<file path="src/rtl/ckmul_pkg.sv">
package ckmul_pkg;

    // Detector state: which edge opened the current measurement
    typedef enum logic [1:0] {
        PFD_IDLE     = 2'd0,
        PFD_REF_LEAD = 2'd1,
        PFD_FB_LEAD  = 2'd2
    } pfd_state_e;

endpackage

</file>
<file path="src/rtl/ckmul_refpfd.sv">
module ckmul_refpfd
    import ckmul_pkg::*;
#(
    parameter int SAT_CYC = 15625,
    parameter int ERR_W   = 16
) (
    input  logic                    clk_i,
    input  logic                    rst_ni,
    input  logic                    ref_i,
    input  logic                    fb_pulse_i,
    output logic                    err_vld_o,
    output logic signed [ERR_W-1:0] err_o
);

    localparam int CNT_W = $clog2(SAT_CYC + 1);
    localparam logic [CNT_W-1:0]        SAT_CNT = CNT_W'(SAT_CYC);
    localparam logic signed [ERR_W-1:0] SAT_POS = ERR_W'(SAT_CYC);
    localparam logic signed [ERR_W-1:0] SAT_NEG = -ERR_W'(SAT_CYC);

    typedef struct packed {
        logic [2:0]              sync;
        pfd_state_e              st;
        logic [CNT_W-1:0]        cnt;
        logic                    vld;
        logic signed [ERR_W-1:0] err;
    } pfd_t;

    pfd_t q, d;
    logic ref_edge;

    // sync[0], sync[1] form the synchroniser; sync[2] is the edge history
    assign ref_edge = q.sync[1] & ~q.sync[2];

    always_comb begin
        d      = q;
        d.sync = {q.sync[1:0], ref_i};
        d.vld  = 1'b0;
        unique case (q.st)
            PFD_IDLE: begin
                if (ref_edge && fb_pulse_i) begin
                    d.vld = 1'b1;
                    d.err = '0;
                end else if (ref_edge) begin
                    d.st  = PFD_REF_LEAD;
                    d.cnt = CNT_W'(1);
                end else if (fb_pulse_i) begin
                    d.st  = PFD_FB_LEAD;
                    d.cnt = CNT_W'(1);
                end
            end
            PFD_REF_LEAD: begin
                if (fb_pulse_i) begin
                    d.vld = 1'b1;
                    d.err = ERR_W'(q.cnt);
                    d.st  = PFD_IDLE;
                end else if (ref_edge || q.cnt == SAT_CNT) begin
                    d.vld = 1'b1;
                    d.err = SAT_POS;
                    d.st  = PFD_IDLE;
                end else begin
                    d.cnt = q.cnt + CNT_W'(1);
                end
            end
            PFD_FB_LEAD: begin
                if (ref_edge) begin
                    d.vld = 1'b1;
                    d.err = -ERR_W'(q.cnt);
                    d.st  = PFD_IDLE;
                end else if (fb_pulse_i || q.cnt == SAT_CNT) begin
                    d.vld = 1'b1;
                    d.err = SAT_NEG;
                    d.st  = PFD_IDLE;
                end else begin
                    d.cnt = q.cnt + CNT_W'(1);
                end
            end
            default: d.st = PFD_IDLE;
        endcase
    end

    always_ff @(posedge clk_i or negedge rst_ni) begin
        if (!rst_ni) begin
            q <= '{sync: '0, st: PFD_IDLE, cnt: '0, vld: 1'b0, err: '0};
        end else begin
            q <= d;
        end
    end

    assign err_vld_o = q.vld;
    assign err_o     = q.err;

    // a reported error never exceeds the detector window
    a_r5_err_bounded: assert property (@(posedge clk_i) disable iff (!rst_ni)
        err_vld_o |-> (err_o <= SAT_POS && err_o >= SAT_NEG));

    // an open measurement always closes by the window end
    a_r5_window_closes: assert property (@(posedge clk_i) disable iff (!rst_ni)
        (q.st != PFD_IDLE && q.cnt == SAT_CNT) |=> (q.st == PFD_IDLE && q.vld));

    // a measurement only opens from idle on a detected edge
    a_r4_open_on_edge: assert property (@(posedge clk_i) disable iff (!rst_ni)
        ($past(q.st) == PFD_IDLE && q.st == PFD_REF_LEAD) |-> $past(ref_edge));

endmodule

</file>
<file path="src/rtl/ckmul_nco.sv">
module ckmul_nco #(
    parameter int TW_W  = 32,
    parameter int DIV_N = 1000
) (
    input  logic            clk_i,
    input  logic            rst_ni,
    input  logic [TW_W-1:0] tw_i,
    output logic            pulse_o,
    output logic            fb_o
);

    localparam int DIV_W = (DIV_N > 1) ? $clog2(DIV_N) : 1;
    localparam logic [DIV_W-1:0] DIV_LAST = DIV_W'(DIV_N - 1);

    typedef struct packed {
        logic [TW_W-1:0]  acc;
        logic             msb;
        logic [DIV_W-1:0] div;
    } nco_t;

    nco_t q, d;
    logic pulse;

    assign pulse = q.acc[TW_W-1] & ~q.msb;

    always_comb begin
        d     = q;
        d.acc = q.acc + tw_i;
        d.msb = q.acc[TW_W-1];
        if (pulse) begin
            d.div = (q.div == DIV_LAST) ? '0 : q.div + DIV_W'(1);
        end
    end

    always_ff @(posedge clk_i or negedge rst_ni) begin
        if (!rst_ni) begin
            q <= '0;
        end else begin
            q <= d;
        end
    end

    assign pulse_o = pulse;
    assign fb_o    = pulse && (q.div == DIV_LAST);

    // the enable is a single-cycle pulse
    a_r2_single_cycle: assert property (@(posedge clk_i) disable iff (!rst_ni)
        pulse_o |=> !pulse_o);

    // after a feedback pulse the divider restarts from zero
    a_r3_div_wrap: assert property (@(posedge clk_i) disable iff (!rst_ni)
        fb_o |=> (q.div == '0));

    // the divider moves only on an enable
    a_r3_div_moves_on_pulse: assert property (@(posedge clk_i) disable iff (!rst_ni)
        !pulse_o |=> $stable(q.div));

endmodule

</file>
<file path="src/rtl/ckmul_pi.sv">
module ckmul_pi #(
    parameter int              TW_W    = 32,
    parameter int              ERR_W   = 16,
    parameter logic [TW_W-1:0] NOM_TW  = 32'd137438953,
    parameter int              KP_SH   = 11,
    parameter int              KI_SH   = 7,
    parameter int              INT_LIM = 1 << 24
) (
    input  logic                    clk_i,
    input  logic                    rst_ni,
    input  logic                    err_vld_i,
    input  logic signed [ERR_W-1:0] err_i,
    output logic [TW_W-1:0]         tw_o
);

    localparam int CW = TW_W + 16;
    localparam logic signed [CW-1:0] ILIM_P = CW'(INT_LIM);
    localparam logic signed [CW-1:0] ILIM_N = -CW'(INT_LIM);
    localparam logic signed [CW-1:0] NOM_C  = CW'(NOM_TW);
    localparam logic signed [CW-1:0] TW_MAX = (CW'(1) <<< (TW_W - 1)) - CW'(1);
    localparam logic signed [CW-1:0] TW_MIN = CW'(1);

    typedef struct packed {
        logic signed [CW-1:0] integ;
        logic [TW_W-1:0]      tw;
    } pi_t;

    pi_t q, d;
    logic signed [CW-1:0] e_ext;
    logic signed [CW-1:0] p_term;
    logic signed [CW-1:0] i_sum;
    logic signed [CW-1:0] t_sum;

    always_comb begin
        d      = q;
        e_ext  = CW'(err_i);
        p_term = e_ext <<< KP_SH;
        i_sum  = q.integ + (e_ext <<< KI_SH);
        if (i_sum > ILIM_P) begin
            i_sum = ILIM_P;
        end else if (i_sum < ILIM_N) begin
            i_sum = ILIM_N;
        end
        t_sum = NOM_C + p_term + i_sum;
        if (t_sum > TW_MAX) begin
            t_sum = TW_MAX;
        end else if (t_sum < TW_MIN) begin
            t_sum = TW_MIN;
        end
        if (err_vld_i) begin
            d.integ = i_sum;
            d.tw    = t_sum[TW_W-1:0];
        end
    end

    always_ff @(posedge clk_i or negedge rst_ni) begin
        if (!rst_ni) begin
            q <= '{integ: '0, tw: NOM_TW};
        end else begin
            q <= d;
        end
    end

    assign tw_o = q.tw;

    // integrator never leaves its clamp
    a_r6_integ_clamped: assert property (@(posedge clk_i) disable iff (!rst_ni)
        (q.integ <= ILIM_P && q.integ >= ILIM_N));

    // tuning word holds between measurements
    a_r6_hold: assert property (@(posedge clk_i) disable iff (!rst_ni)
        !err_vld_i |=> $stable(tw_o));

    // tuning word stays in the legal oscillator range
    a_r2_tw_range: assert property (@(posedge clk_i) disable iff (!rst_ni)
        (tw_o != '0 && tw_o[TW_W-1] == 1'b0));

endmodule

</file>
<file path="src/rtl/ckmul_lockmon.sv">
module ckmul_lockmon #(
    parameter int ERR_W     = 16,
    parameter int THR_W     = 16,
    parameter int LOCK_GOOD = 16,
    parameter int LOCK_BAD  = 4
) (
    input  logic                    clk_i,
    input  logic                    rst_ni,
    input  logic                    err_vld_i,
    input  logic signed [ERR_W-1:0] err_i,
    input  logic [THR_W-1:0]        thresh_i,
    output logic                    locked_o
);

    localparam int GW = $clog2(LOCK_GOOD + 1);
    localparam int BW = $clog2(LOCK_BAD + 1);
    localparam logic [GW-1:0] GOOD_LAST = GW'(LOCK_GOOD - 1);
    localparam logic [BW-1:0] BAD_LAST  = BW'(LOCK_BAD - 1);

    typedef struct packed {
        logic [GW-1:0] good;
        logic [BW-1:0] bad;
        logic          lock;
    } lk_t;

    lk_t q, d;
    logic [ERR_W-1:0] mag;
    logic             in_win;

    always_comb begin
        d      = q;
        mag    = err_i[ERR_W-1] ? ERR_W'(-err_i) : ERR_W'(err_i);
        in_win = (32'(mag) < 32'(thresh_i));
        if (err_vld_i) begin
            if (in_win) begin
                d.bad = '0;
                if (q.good == GOOD_LAST) begin
                    d.lock = 1'b1;
                end else begin
                    d.good = q.good + GW'(1);
                end
            end else begin
                d.good = '0;
                if (q.bad == BAD_LAST) begin
                    d.lock = 1'b0;
                end else begin
                    d.bad = q.bad + BW'(1);
                end
            end
        end
    end

    always_ff @(posedge clk_i or negedge rst_ni) begin
        if (!rst_ni) begin
            q <= '0;
        end else begin
            q <= d;
        end
    end

    assign locked_o = q.lock;

    // lock rises only on a measurement
    a_r7_rise_on_meas: assert property (@(posedge clk_i) disable iff (!rst_ni)
        $rose(locked_o) |-> $past(err_vld_i));

    // lock falls only on a measurement
    a_r8_fall_on_meas: assert property (@(posedge clk_i) disable iff (!rst_ni)
        $fell(locked_o) |-> $past(err_vld_i));

    // a good run and a bad run are never both in progress
    a_r7_runs_exclusive: assert property (@(posedge clk_i) disable iff (!rst_ni)
        !(q.good != '0 && q.bad != '0));

endmodule

</file>
<file path="src/rtl/ckmul_pll.sv">
module ckmul_pll
    import ckmul_pkg::*;
#(
    parameter int              TW_W      = 32,
    parameter int              DIV_N     = 1000,
    parameter logic [TW_W-1:0] NOM_TW    = 32'd137438953,
    parameter int              SAT_CYC   = 15625,
    parameter int              KP_SH     = 11,
    parameter int              KI_SH     = 7,
    parameter int              INT_LIM   = 1 << 24,
    parameter int              THR_W     = 16,
    parameter int              LOCK_GOOD = 16,
    parameter int              LOCK_BAD  = 4
) (
    input  logic             clk_i,
    input  logic             rst_ni,
    input  logic             ref_i,
    input  logic [THR_W-1:0] lock_thresh_i,
    output logic             clk_en_o,
    output logic             fb_pulse_o,
    output logic [TW_W-1:0]  tune_word_o,
    output logic             locked_o
);

    localparam int ERR_W = $clog2(SAT_CYC + 1) + 2;

    logic                    fb_pulse;
    logic                    en_pulse;
    logic                    err_vld;
    logic signed [ERR_W-1:0] err;
    logic [TW_W-1:0]         tw;

    ckmul_refpfd #(
        .SAT_CYC (SAT_CYC),
        .ERR_W   (ERR_W)
    ) pfd_i (
        .clk_i      (clk_i),
        .rst_ni     (rst_ni),
        .ref_i      (ref_i),
        .fb_pulse_i (fb_pulse),
        .err_vld_o  (err_vld),
        .err_o      (err)
    );

    ckmul_pi #(
        .TW_W    (TW_W),
        .ERR_W   (ERR_W),
        .NOM_TW  (NOM_TW),
        .KP_SH   (KP_SH),
        .KI_SH   (KI_SH),
        .INT_LIM (INT_LIM)
    ) filt_i (
        .clk_i     (clk_i),
        .rst_ni    (rst_ni),
        .err_vld_i (err_vld),
        .err_i     (err),
        .tw_o      (tw)
    );

    ckmul_nco #(
        .TW_W  (TW_W),
        .DIV_N (DIV_N)
    ) nco_i (
        .clk_i   (clk_i),
        .rst_ni  (rst_ni),
        .tw_i    (tw),
        .pulse_o (en_pulse),
        .fb_o    (fb_pulse)
    );

    ckmul_lockmon #(
        .ERR_W     (ERR_W),
        .THR_W     (THR_W),
        .LOCK_GOOD (LOCK_GOOD),
        .LOCK_BAD  (LOCK_BAD)
    ) lock_i (
        .clk_i     (clk_i),
        .rst_ni    (rst_ni),
        .err_vld_i (err_vld),
        .err_i     (err),
        .thresh_i  (lock_thresh_i),
        .locked_o  (locked_o)
    );

    assign clk_en_o    = en_pulse;
    assign fb_pulse_o  = fb_pulse;
    assign tune_word_o = tw;

    // a feedback pulse always rides on an enable
    a_r3_fb_on_enable: assert property (@(posedge clk_i) disable iff (!rst_ni)
        fb_pulse_o |-> clk_en_o);

    // tuning word and lock change only after a measurement
    a_r6_lock_tw_together: assert property (@(posedge clk_i) disable iff (!rst_ni)
        (tune_word_o != $past(tune_word_o)) |-> $past(err_vld));

endmodule

</file>
<file path="config.mk">
export PLATFORM = sky130hd
export DESIGN_NAME = ckmul_pll
export DESIGN_NICKNAME = d
export VERILOG_FILES = /design/src/rtl/ckmul_pkg.sv /design/src/rtl/ckmul_refpfd.sv /design/src/rtl/ckmul_nco.sv /design/src/rtl/ckmul_pi.sv /design/src/rtl/ckmul_lockmon.sv /design/src/rtl/ckmul_pll.sv
export SDC_FILE = /design/constraint.sdc
export NUM_CORES = 1
export LEC_CHECK = 0
export BUFFER_PORTS_ARGS = -buffer_cell sky130_fd_sc_hd__buf_2
export CORE_MARGIN = 3
export CORE_UTILIZATION = 61
export CTS_BUF_LIST = sky130_fd_sc_hd__clkbuf_16
export DETAILED_ROUTE_END_ITERATION = 16
export PLACE_DENSITY = 0.79
export SETUP_SLACK_MARGIN = 0.05
export SYNTH_ARGS = -nofsm -noshare
export SYNTH_HDL_FRONTEND = slang
export SYNTH_SLANG_ARGS = --single-unit
export TNS_END_PERCENT = 20
</file>
<file path="constraint.sdc">
create_clock -name clk_i -period 11.05 [get_ports clk_i]
set_input_delay 2.21 -clock clk_i [delete_from_list [all_inputs] [get_ports clk_i]]
set_output_delay 2.21 -clock clk_i [all_outputs]
set_load 0.01 [all_outputs]
</file>
==> parameters.txt, run 1 <==
Parameter                              Value

Status
  Outcome ... complete, no violations

CTS
  CTS clk-pin slew, worst paths ... ~0.08 ns
  Clock tree from TritonCTS ... done
  Later-pin clock latency in the skew report ... ~0.46 ns
  CTS H-tree depth ... 4
  CTS Root Buffer Type ... clkbuf_16
  Clock sinks ... 168
  Bufs on Longest Clock Path ... 2
  Number of hold buffers added after CTS ... 0
  Inserted Clock Buffers ... 17

Global routing
  Via count of the first global-routing pass ... ~13,000
  Global Route Usage Sum ... 0.2902
  Wire length of the first global-routing pass ... slightly below 70,000 um
  Maximum number of pins on one net before global-route repair ... between 100 and 150
  Antenna violations before repair ... 0
  Remaining global-route overflow ... 0

Timing
  Actual slew at the worst max-slew pin ... between 1 and 1.5 ns
  Setup TNS ... 0 ns
  Worst clock skew ... 0.02744 ns
  Max-slew violation total from the final report ... 0
  Part of the cycle the worst path needs ... 0.9314
  Maximum operating frequency ... approximately 100 MHz
  RSZ-0062 raised after global routing ... false
  Rel. slew slack ... 0.2005
  Fin. Hold Viols ... 0
  Final number of setup-violating endpoints ... 0
  Fin crit period ... 10.29 ns

Yosys
  Combinational family with the most area after synthesis ... compound AO/OA/AOI/OAI gates
  Mean instance size in the synthesized netlist ... 8.325 um^2
  Ranking of synthesized cells by instance count ... 178 x ha_1, 169 x nor2_1, 168 x nand2_1
  Multiplexer share of the synthesized area ... 0.03148
  Adder-cell share of the synthesized area ... 0.1444
  Most frequently used cell type in the post-synthesis netlist ... ha_1
  Post-synthesis share of cell area spent on and, or, nand and nor gates ... 0.2048
  Yosys synthesis warning count ... 0
  Number of different library cells in the post-synthesis netlist ... 94
  Xor/xnor cell area share of the yosys netlist ... 0.06638
  Number of synthesized flops with an enable pin ... 0
  Number of synthesized register bits ... ~170
  Top_reg_cell synth ... dfrtp_1
  Synth area leaders ... dfrtp_1 25%, ha_1 14%, xnor2_1 4.6%
  Summed instance area of the synthesized netlist ... approximately 16,000 um^2
  Top-area cell type share of the netlist area ... 0.2486
  Async SR Flop Fraction ... 1.000
  Post-Synthesis Cells ... about 1,900
  Post-synth top area cell ... dfrtp_1
  Compound-cell area share of the yosys netlist ... 0.2271
  Portion of the post-synthesis area used by sequential elements ... 0.2687
  Net count after synthesis ... about 2,100

Die
  Die height ... 166.4 um
  Num rows ... 58
  Die extent in x ... roughly 170 um
  Io pins ... 54
  Initial cell density of the core ... 0.6217
  Die Footprint ... roughly 28,000 um^2
  Core area ... 25,250 um^2

Place
  Number of buffer cells added on primary ports ... 53
  Final weighted congestion in routability-driven placement ... about 1
  HPWL Detailed ... roughly 31,000 um
  Placed Instance Area ... roughly 16,000 um^2

Final layout
  Number of diodes added for antenna fixing ... 0
  Net count reported at finish ... roughly 2,100
  Layout Cell Area excl Fill ... roughly 17,000 um^2
  Area of the multi-input gates ... approximately 11,000 um^2
  Layout cells sized above 1 ... 0.1050
  Layout-stage area growth over the synthesis result ... 5.642%
  Finished Core Util ... 0.6568
  Sequential cell area ... 4224 um^2
  Layout filler cell count ... slightly above 2,000

Setup path
  Maximum fanout along the worst path ... 29
  Data arrival time at the worst-slack endpoint ... between 10 and 15 ns
  Type of the worst setup path ... register to register
  Critical path's slowest cell ... or4b_2
  Required time reported for the critical path endpoint ... ~11 ns
  Buffers and inverters on the worst path ... 5
  Most numerous cell on the critical path ... ha_1
  Element type at the critical path start ... register
  Kind of capture point of the worst setup path ... register
  Category of cells accounting for the largest share of critical-path delay ... compound AO/OA/AOI/OAI gates
  Biggest cell delay along the critical path ... approximately 0.67 ns

Detailed routing
  Number of detailed-routing iterations run before antenna repair ... 7
  Average wire per cell in the routed design ... roughly 19 um
  Total DRC errors in the routed layout ... 0
  Number of nets with antenna violations after detailed routing ... 0
  Drt total wl ... roughly 40,000 um
  Routed vias ... roughly 14,000
  Detail-routed via count per cell ... 6.455
  Number of DRC markers after the initial detailed-route iteration ... around 1,300

Flow run
  Reported max-cap violation count ... 0

Pwr
  Peak supply drop ... about 180 uV
  Power density relative to cell area ... between 200 and 250 nW/um^2
  Leak Pwr ... about 8 nW

Worst hold path
  Tightest Hold Check Type ... register to register
==> cells by family after synthesis <==
group	Yosys count
AO/OA/AOI/OAI	525
multiplexers	45
AND/OR/NAND/NOR	645
buffers and inverters	204
adder cells (fa/ha/maj)	180
flip-flops	168
XOR/XNOR	119
==> per-stage QoR <==
stage / instances / total power [mW] / worst slack (ns) / hold slack [ns]
global route: 2207 / 4.127 / 0.1236 / 0.3727
detailed placement: 2173 / 3.178 / 0.7225 / 0.3385
CTS: 2204 / 3.798 / 0.7249 / 0.3573
global placement: 2173 / 3.125 / 0.9040 / 0.3321
floorplan: 1886 / 2.657 / 1.497 / 0.3312
finish: 2207 / 3.848 / 0.7580 / 0.3554
==> final timing paths <==
check	slack, ns	to	startpoint	cells past startpoint
worst max-delay path	0.76	filt_i.tw_o[4]$_DFFE_PN0P_	pfd_i.err_o[0]$_DFFE_PN0P_	37
worst min-delay path	0.36	pfd_i.d[35]$_DFF_PN0_	pfd_i.d[34]$_DFF_PN0_	0
worst max register to register	0.76	filt_i.tw_o[4]$_DFFE_PN0P_	pfd_i.err_o[0]$_DFFE_PN0P_	37
worst min register to register	0.36	pfd_i.d[35]$_DFF_PN0_	pfd_i.d[34]$_DFF_PN0_	0
max in group asynchronous	7.65	pfd_i.err_o[15]$_DFFE_PN0P_	rst_ni	2
min in group asynchronous	1.87	nco_i.q[0]$_DFFE_PN0P_	rst_ni	1
==> final cells by class <==
type / count / share of cell area
clock inverters: 14 / 0.009429
inverters: 98 / 0.02240
repair buffers: 66 / 0.02301
well taps: 330 / 0.02489
clock buffers: 17 / 0.02565
multi-input cells: 1514 / 0.6400
flip-flops and latches: 168 / 0.2547
==> state kept, by name, indices dropped and copies added, names as in the netlist <==
name,cells
pfd_i.err_o,16
lock_i.q,8
filt_i.q,48
pfd_i.d,2
nco_i.q,42
nco_i.d,1
pfd_i.q,17
lock_i.locked_o,1
filt_i.tw_o,32
pfd_i.err_vld_o,1
==> power breakdown <==
group / internal (mW) / switching (mW)
clock: 0.302 / 0.306
combinational: 0.933 / 1.38
sequential: 0.796 / 0.134
total: 2.03 / 1.82
==> layer usage <==
metal,global-route usage,wire length (um),part of all wire
met5,0,0,0
met4,0.08824,997,0.024
met3,0.03703,2696,0.065
met2,0.4719,18830,0.46
met1,0.4074,18670,0.45
==> layout by cell type, fill, tap and decap left out, types with 17 or more instances in the layout <==
| cell | instances |
|---|---|
| dfrtp_1 | 154 |
| nor3_1 | 29 |
| xor2_1 | 36 |
| nand4_1 | 29 |
| o21ai_0 | 108 |
| clkbuf_16 | 17 |
| and2_1 | 23 |
| or3_1 | 24 |
| nand3_1 | 48 |
| nor4_1 | 19 |
| a21o_1 | 46 |
| a21oi_1 | 129 |
| and3_1 | 34 |
| nand2b_1 | 26 |
| inv_1 | 95 |
| buf_2 | 52 |
| xnor2_1 | 82 |
| ha_1 | 178 |
| o21a_1 | 20 |
| nor2_1 | 168 |
| nand2_1 | 167 |
| mux2_2 | 35 |
| o41ai_1 | 31 |
| o21bai_1 | 19 |
| nor2b_1 | 19 |
==> what timing repair did <==
action | 4_1_cts | 5_1_grt
endpoints found under the setup margin | 0 | 27
setup buffers | 0 | 3
gates resized for setup | 0 | 4
hold endpoints to repair | 0 | 0
(Power assumes the default switching activity.)
==> run 2: changes to the inputs <==
--- a/config.mk
+++ b/config.mk
@@ -9,6 +9,6 @@
 export CORE_MARGIN = 3
-export CORE_UTILIZATION = 61
+export CORE_UTILIZATION = 58
 export CTS_BUF_LIST = sky130_fd_sc_hd__clkbuf_16
 export DETAILED_ROUTE_END_ITERATION = 16
-export PLACE_DENSITY = 0.79
+export PLACE_DENSITY = 0.78
 export SETUP_SLACK_MARGIN = 0.05
==> constraint.sdc (replaced) <==
create_clock -name clk_i -period 8.8 [get_ports clk_i]
set_input_delay 1.76 -clock clk_i [delete_from_list [all_inputs] [get_ports clk_i]]
set_output_delay 1.76 -clock clk_i [all_outputs]
set_load 0.05 [all_outputs]
==> run 2 against run 1 <==
  * The run now ends with negative setup slack left
  * First-iteration DRC count rose by 27%
  * Routed wire length rose by 16%
  * Non-clock buffer count rose by 232
  * Critical path depth did not move
  * Critical path type unchanged
  * Largest power group unchanged
==> parameters.txt, run 2 (synthesis gave the netlist of run 1 again) <==
Parameter                              Value

Global routing
  Remaining global-route overflow ... 0 (unchanged)
  Maximum number of pins on one net before global-route repair ... 105 (was 106)
  Antenna violations before repair ... 0 (unchanged)
  Global Route Usage Sum ... 0.3063 (was 0.2902)
  Via count of the first global-routing pass ... 14,730 (was 13,340)
  Wire length of the first global-routing pass ... 73,300 um (was 67,280 um)

Setup path
  R2r worst-path depth ... 37 (unchanged)
  Biggest cell delay along the critical path ... 0.51 ns (was 0.67 ns)
  Critical path's slowest cell ... or4_4 (was or4b_2)
  Type of the worst setup path ... register to register (unchanged)
  Setup slack of the worst register-to-register path ... -0.11 ns (was 0.76 ns)
  Element type at the critical path start ... register (unchanged)
  Category of cells accounting for the largest share of critical-path delay ... compound AO/OA/AOI/OAI gates (unchanged)
  Depth of the critical timing path with buffers and inverters included ... 37 (unchanged)
  Kind of capture point of the worst setup path ... register (unchanged)
  Maximum fanout along the worst path ... 5 (was 29)
  Required time reported for the critical path endpoint ... 9.09 ns (was 11.36 ns)
  Buffers and inverters on the worst path ... 4 (was 5)
  Data arrival time at the worst-slack endpoint ... 9.20 ns (was 10.60 ns)

Detailed routing
  Number of detailed-routing iterations run before antenna repair ... 5 (was 7)
  Number of nets with antenna violations after detailed routing ... 0 (unchanged)
  Routed vias ... 15,570 (was 14,250)
  Average wire per cell in the routed design ... 19.55 um (was 18.66 um)
  Detail-routed via count per cell ... 6.372 (was 6.455)
  Number of DRC markers after the initial detailed-route iteration ... 1,690 (was 1,327)
  Total DRC errors in the routed layout ... 0 (unchanged)
  Drt total wl ... 47,770 um (was 41,190 um)

Final layout
  Most common library cell in the layout ignoring fill and taps ... buf_4 (was ha_1)
  Net count reported at finish ... 2,296 (was 2,064)
  Flip-flop count of the largest register after layout ... 48 (unchanged)
  Layout-stage area growth over the synthesis result ... 23.76% (was 5.642%)
  Commonest cells after routing, fill and taps aside ... 234 x buf_4, 163 x nand2_1, 157 x nor2_1, 154 x dfrtp_1, 143 x ha_1 (was 178 x ha_1, 168 x nor2_1, 167 x nand2_1, 154 x dfrtp_1, 129 x a21oi_1)
  Layout cells sized above 1 ... 0.2617 (was 0.1050)
  Most flop-heavy register ... filt_i.q (unchanged)
  Number of diodes added for antenna fixing ... 0 (unchanged)

Pwr
  Peak supply drop ... 254.9 uV (was 182.2 uV)
  Leak Pwr ... 9.522 nW (was 8.158 nW)
  Power Total ... 6.128 mW (was 3.848 mW)
  Power density relative to cell area ... 315.3 nW/um^2 (was 232.0 nW/um^2)

Status
  Failing checks ... negative setup slack
  Outcome ... finished with violations (was complete, no violations)

Place
  Worst setup slack before clock tree synthesis ... -0.5230 ns (was 0.7225 ns)
  HPWL Detailed ... 33,860 um (was 31,350 um)
  Final weighted congestion in routability-driven placement ... 0.9663 (was 0.9782)
  Number of buffer cells added on primary ports ... 53 (unchanged)

Timing
  Part of the cycle the worst path needs ... 1.012 (was 0.9314)
  Actual slew at the worst max-slew pin ... 0.9478 ns (was 1.199 ns)
  Rel. slew slack ... 0.3681 (was 0.2005)
  Slack of the critical path ... -0.1097 ns (was 0.7580 ns)
  Final hold slack ... 0.3538 ns (was 0.3554 ns)
  Fin crit period ... 8.910 ns (was 10.29 ns)
  Max-slew violation total from the final report ... 0 (unchanged)
  Final number of setup-violating endpoints ... 2 (was 0)
  Worst clock skew ... 0.01735 ns (was 0.02744 ns)
  Setup TNS ... -0.1357 ns (was 0 ns)
  RSZ-0062 raised after global routing ... true (was false)
  Fin. Hold Viols ... 0 (unchanged)
  Maximum operating frequency ... 112.2 MHz (was 97.16 MHz)

Die
  Initial cell density of the core ... 0.5958 (was 0.6217)
  Die height ... 170.5 um (was 166.4 um)
  Die extent in x ... 170.5 um (was 166.4 um)
  Num rows ... 59 (was 58)
  Io pins ... 54 (unchanged)
  Core area ... 26,350 um^2 (was 25,250 um^2)
  Die Footprint ... 29,080 um^2 (was 27,700 um^2)

CTS
  Inserted Clock Buffers ... 17 (unchanged)
  Later-pin clock latency in the skew report ... 0.45 ns (was 0.46 ns)
  Clock tree from TritonCTS ... done (unchanged)
  CTS H-tree depth ... 4 (unchanged)
  CTS Root Buffer Type ... clkbuf_16 (unchanged)
  Clock sinks ... 168 (unchanged)
  CTS clk-pin slew, worst paths ... 0.08 ns (about the same)
  Bufs on Longest Clock Path ... 2 (unchanged)

Flow run
  Reported max-cap violation count ... 0 (unchanged)

Worst hold path
  Instance count along the most critical hold path ... 0 (unchanged)
  Tightest Hold Check Type ... register to register (unchanged)
run 2: changes by cell type in the layout (fill, tap and decap cells not counted), moves of 6 or more:
cell     delta
a21oi_1    -12
a21oi_2    +12
and3_1      -7
buf_4     +222
ha_1       -35
ha_2        +8
ha_4       +27
nor2_1     -11
nor2_2      +6
o21ai_0     -7
o41ai_1    -10
o41ai_2    +10
run 2: path summary, 6_finish.rpt:
path | startpoint | endpoint
max | pfd_i.err_o[0]$_DFFE_PN0P_ | filt_i.tw_o[1]$_DFFE_PN0P_
min | pfd_i.d[34]$_DFF_PN0_ | pfd_i.d[35]$_DFF_PN0_
max reg2reg | pfd_i.err_o[0]$_DFFE_PN0P_ | filt_i.tw_o[1]$_DFFE_PN0P_
min reg2reg | pfd_i.d[34]$_DFF_PN0_ | pfd_i.d[35]$_DFF_PN0_
max in group asynchronous | rst_ni | pfd_i.err_o[15]$_DFFE_PN0P_
min in group asynchronous | rst_ni | nco_i.q[1]$_DFFE_PN0P_
run 2: report_power, final:
group | leakage (nW) | total (mW) | switching [mW] | internal, mW
Clock | 0.323 | 0.876 | 0.363 | 0.512
Combinational | 7.06 | 4.11 | 2.28 | 1.83
Sequential | 2.14 | 1.14 | 0.143 | 1.00
Total | 9.52 | 6.13 | 2.78 | 3.34
run 2: layout make-up:
class                   instances  area, um^2
inverters                      98       382.9
clock buffers                  17       425.4
fillers                      1836        6922
well taps                     335       419.2
clock inverters                14       236.5
multi-input cells            1514       11530
flip-flops and latches        168        4224
repair buffers                298        2210
run 2: metal layers:
layer  wire (um)  up-vias  global-route usage
li1            -     7303                   -
met1       20370     7455              0.4152
met5           0        -                   0
met4        1727        0              0.1055
met3        3141      144             0.03789
met2       22530      671              0.5082
run 2: repair_timing:
item                       in CTS  in global routing
gates resized for setup        49                127
setup endpoints to repair      31                 31
gates cloned                    0                  2
setup buffers                   6                 19
hold buffers                    0                  0
pin swaps                      15                 70
run 2: worst register-to-register path, delay by kind of cell (launching register included):
family	cells	cell delay, ns
AOI/OAI and AO/OA	16	3.57
and+or+nand+nor	11	2.77
adders and majority gates	4	0.97
buffers and inverters	4	0.45
DFF	1	0.40
xor gates and xnor gates	1	0.37
muxes	1	0.25
run 2: through the flow:
step	area, um^2	utilization	std cells
2_1_floorplan	15740	-	1886
4_1_cts	18550	0.7038	2423
6_report	19430	0.7374	2444
3_3_place_gp	17560	0.6662	2386
3_5_place_dp	17560	0.6662	2386
5_1_grt	19430	0.7374	2444
==> run 3: changes to the inputs <==
Settings changed: CORE_UTILIZATION 58 to 35, PLACE_DENSITY 0.78 to not set, SKIP_LAST_GASP set to 1.
==> run 3 against run 2 <==
  * Sequential share of layout area fell by 0.12 points
  * Utilization down 29 points
  * Via count decreased by 3.7%
  * Clock-buffer cell count did not move
  * Largest power group unchanged
  * The flow now finishes without violations
  * Critical path type unchanged
  * Global-route usage fell by 11 points
  * Maximum frequency rose by 2.4%
  * Routed wire length down 2.1%
  * Die area grew 63%
  * Highest routed layer unchanged
  * Non-clock buffer count grew 40
==> parameters.txt, run 3 (synthesis gave the netlist of run 1 again) <==
Parameter                              Value

Status
  Outcome ... complete, no violations (was finished with violations)

Detailed routing
  Routed vias ... 15,000 (was 15,570)
  Detail-routed via count per cell ... 5.484 (was 6.372)
  Number of detailed-routing iterations run before antenna repair ... 6 (was 5)
  Average wire per cell in the routed design ... 17.09 um (was 19.55 um)
  Number of DRC markers after the initial detailed-route iteration ... 979 (was 1,690)
  Total DRC errors in the routed layout ... 0 (unchanged)
  Number of nets with antenna violations after detailed routing ... 0 (unchanged)
  Drt total wl ... 46,740 um (was 47,770 um)

Global routing
  Antenna violations before repair ... 0 (unchanged)
  Global Route Usage Sum ... 0.1963 (was 0.3063)
  Remaining global-route overflow ... 0 (unchanged)
  Via count of the first global-routing pass ... 14,640 (was 14,730)
  Maximum number of pins on one net before global-route repair ... 87 (was 105)
  Wire length of the first global-routing pass ... 75,800 um (was 73,300 um)

Timing
  RSZ-0062 raised after global routing ... true (unchanged)
  Final number of setup-violating endpoints ... 0 (was 2)
  Maximum operating frequency ... 115.0 MHz (was 112.2 MHz)
  Part of the cycle the worst path needs ... 0.9884 (was 1.012)
  Worst clock skew ... 0.01534 ns (was 0.01735 ns)
  Fin crit period ... 8.698 ns (was 8.910 ns)
  Actual slew at the worst max-slew pin ... 1.030 ns (was 0.9478 ns)
  Rel. slew slack ... 0.3085 (was 0.3681)
  Max-slew violation total from the final report ... 0 (unchanged)
  Fin. Hold Viols ... 0 (unchanged)

Setup path
  Data arrival time at the worst-slack endpoint ... 9.03 ns (was 9.20 ns)
  Most numerous cell on the critical path ... buf_4
  Biggest cell delay along the critical path ... 0.58 ns (was 0.51 ns)
  Maximum fanout along the worst path ... 8 (was 5)
  Element type at the critical path start ... register (unchanged)
  Required time reported for the critical path endpoint ... 9.13 ns (was 9.09 ns)
  Kind of capture point of the worst setup path ... register (unchanged)
  Critical path's slowest cell ... dfrtp_4 (was or4_4)
  Setup slack of the worst register-to-register path ... 0.10 ns (was -0.11 ns)
  Type of the worst setup path ... register to register (unchanged)

CTS
  CTS clk-pin slew, worst paths ... 0.08 ns (about the same)
  CTS Root Buffer Type ... clkbuf_16 (unchanged)
  Bufs on Longest Clock Path ... 2 (unchanged)
  Later-pin clock latency in the skew report ... 0.47 ns (was 0.45 ns)
  Clock tree from TritonCTS ... done (unchanged)
  Number of hold buffers added after CTS ... 0 (unchanged)
  Clock sinks ... 168 (unchanged)
  CTS H-tree depth ... 4 (unchanged)
  Inserted Clock Buffers ... 17 (unchanged)

Place
  Placed Instance Area ... 18,230 um^2 (was 17,560 um^2)
  Number of placed cells counting well taps ... 2,684 (was 2,386)
  HPWL Detailed ... 36,280 um (was 33,860 um)
  Final weighted congestion in routability-driven placement ... 0.9208 (was 0.9663)
  Number of buffer cells added on primary ports ... 53 (unchanged)

Final layout
  Layout filler cell count ... 4,242 (was 1,836)
  Most common library cell in the layout ignoring fill and taps ... buf_4 (unchanged)
  Flip-flop count of the largest register after layout ... 48 (unchanged)
  Layout-stage area growth over the synthesis result ... 24.46% (was 23.76%)
  Layout cells sized above 1 ... 0.2512 (was 0.2617)
  Commonest cells after routing, fill and taps aside ... 276 x buf_4, 167 x ha_1, 164 x nand2_1, 161 x nor2_1, 154 x dfrtp_1 (was 234 x buf_4, 163 x nand2_1, 157 x nor2_1, 154 x dfrtp_1, 143 x ha_1)
  Most flop-heavy register ... filt_i.q (unchanged)
  Layout Cell Area excl Fill ... 19,540 um^2 (was 19,430 um^2)
  Number of diodes added for antenna fixing ... 0 (unchanged)
  Final cell count without fillers ... 2,735 (was 2,444)
  Net count reported at finish ... 2,336 (was 2,296)

Die
  Die extent in x ... 217.8 um (was 170.5 um)
  Num rows ... 76 (was 59)
  Io pins ... 54 (unchanged)
  Core area ... 43,650 um^2 (was 26,350 um^2)
  Die height ... 217.8 um (was 170.5 um)
  Die Footprint ... 47,440 um^2 (was 29,080 um^2)
  Initial cell density of the core ... 0.3597 (was 0.5958)

Pwr
  Power density relative to cell area ... 286.7 nW/um^2 (was 315.3 nW/um^2)
  Leak Pwr ... 9.621 nW (was 9.522 nW)
  Peak supply drop ... 238.9 uV (was 254.9 uV)

Flow run
  Reported max-cap violation count ... 0 (unchanged)

Worst hold path
  Tightest Hold Check Type ... register to register (unchanged)
-- run 3: changes by cell type in the layout (fill, tap and decap cells not counted), moves of 4 or more --
cell / delta
buf_4: +42
ha_1: +24
ha_4: -17
ha_2: -7
bufinv_16: -4
nor2_1: +4
o41ai_2: -4
-- run 3: per-stage QoR --
step	TNS, ns	hold slack (ns)	setup slack (ns)	util	power, mW
finish	0	0.3523	0.1017	0.4477	5.603
detailed placement	-7.685	0.3395	-0.3316	0.4176	4.717
CTS	0	0.3552	0.04385	0.4362	5.510
global route	-1.337	0.3551	-0.3251	0.4477	6.051
global placement	-6.367	0.3358	-0.3234	0.4176	4.654
floorplan	0	0.3312	0.05003	-	3.491
-- run 3: area by class of cell --
| type | instances | area [um^2] | share of cell area |
|---|---|---|---|
| clock inverter | 15 | 127.6 | 0.006531 |
| timing repair buffer | 338 | 2480 | 0.1269 |
| multi-input combinational | 1514 | 11180 | 0.5722 |
| clock buffer | 17 | 425.4 | 0.02177 |
| tap | 585 | 732.0 | 0.03746 |
| sequential | 168 | 4224 | 0.2162 |
| inverter | 98 | 370.4 | 0.01895 |
-- run 3: critical path, delay by kind of cell, from the launching register on --
| kind | cells | cell delay, ns |
|---|---|---|
| AOI/OAI and AO/OA | 15 | 3.13 |
| buffers and inverters | 5 | 0.76 |
| adders and majority gates | 3 | 0.91 |
| muxes | 1 | 0.23 |
| xor gates and xnor gates | 1 | 0.12 |
| DFF | 1 | 0.58 |
| and+or+nand+nor | 11 | 2.81 |
-- run 3: final timing paths --
path / start / cells past startpoint / end
max: pfd_i.err_o[15]$_DFFE_PN0P_ / 36 / filt_i.tw_o[1]$_DFFE_PN0P_
max reg2reg: pfd_i.err_o[15]$_DFFE_PN0P_ / 36 / filt_i.tw_o[1]$_DFFE_PN0P_
min: pfd_i.d[34]$_DFF_PN0_ / 0 / pfd_i.d[35]$_DFF_PN0_
min in group asynchronous: rst_ni / 1 / nco_i.q[36]$_DFF_PN0_
min reg2reg: pfd_i.d[34]$_DFF_PN0_ / 0 / pfd_i.d[35]$_DFF_PN0_
max in group asynchronous: rst_ni / 3 / pfd_i.err_vld_o$_DFF_PN0_
-- run 3: where the power goes --
part	switching, mW	internal [mW]
Sequential	0.144	1.00
Clock	0.351	0.390
Combinational	2.04	1.68
Total	2.53	3.07
-- run 3: repair_timing --
item / CTS / global route
endpoints found under the setup margin: 31 / 31
gates resized for setup: 44 / 64
pin swaps: 16 / 31
gates cloned: 0 / 1
buffers inserted: 4 / 14
-- run 3: per-layer routing --
layer | GRT usage | part of all wire
met5 | 0 | 0
met1 | 0.2718 | 0.48
met2 | 0.3177 | 0.45
met4 | 0.05980 | 0.023
met3 | 0.02828 | 0.039
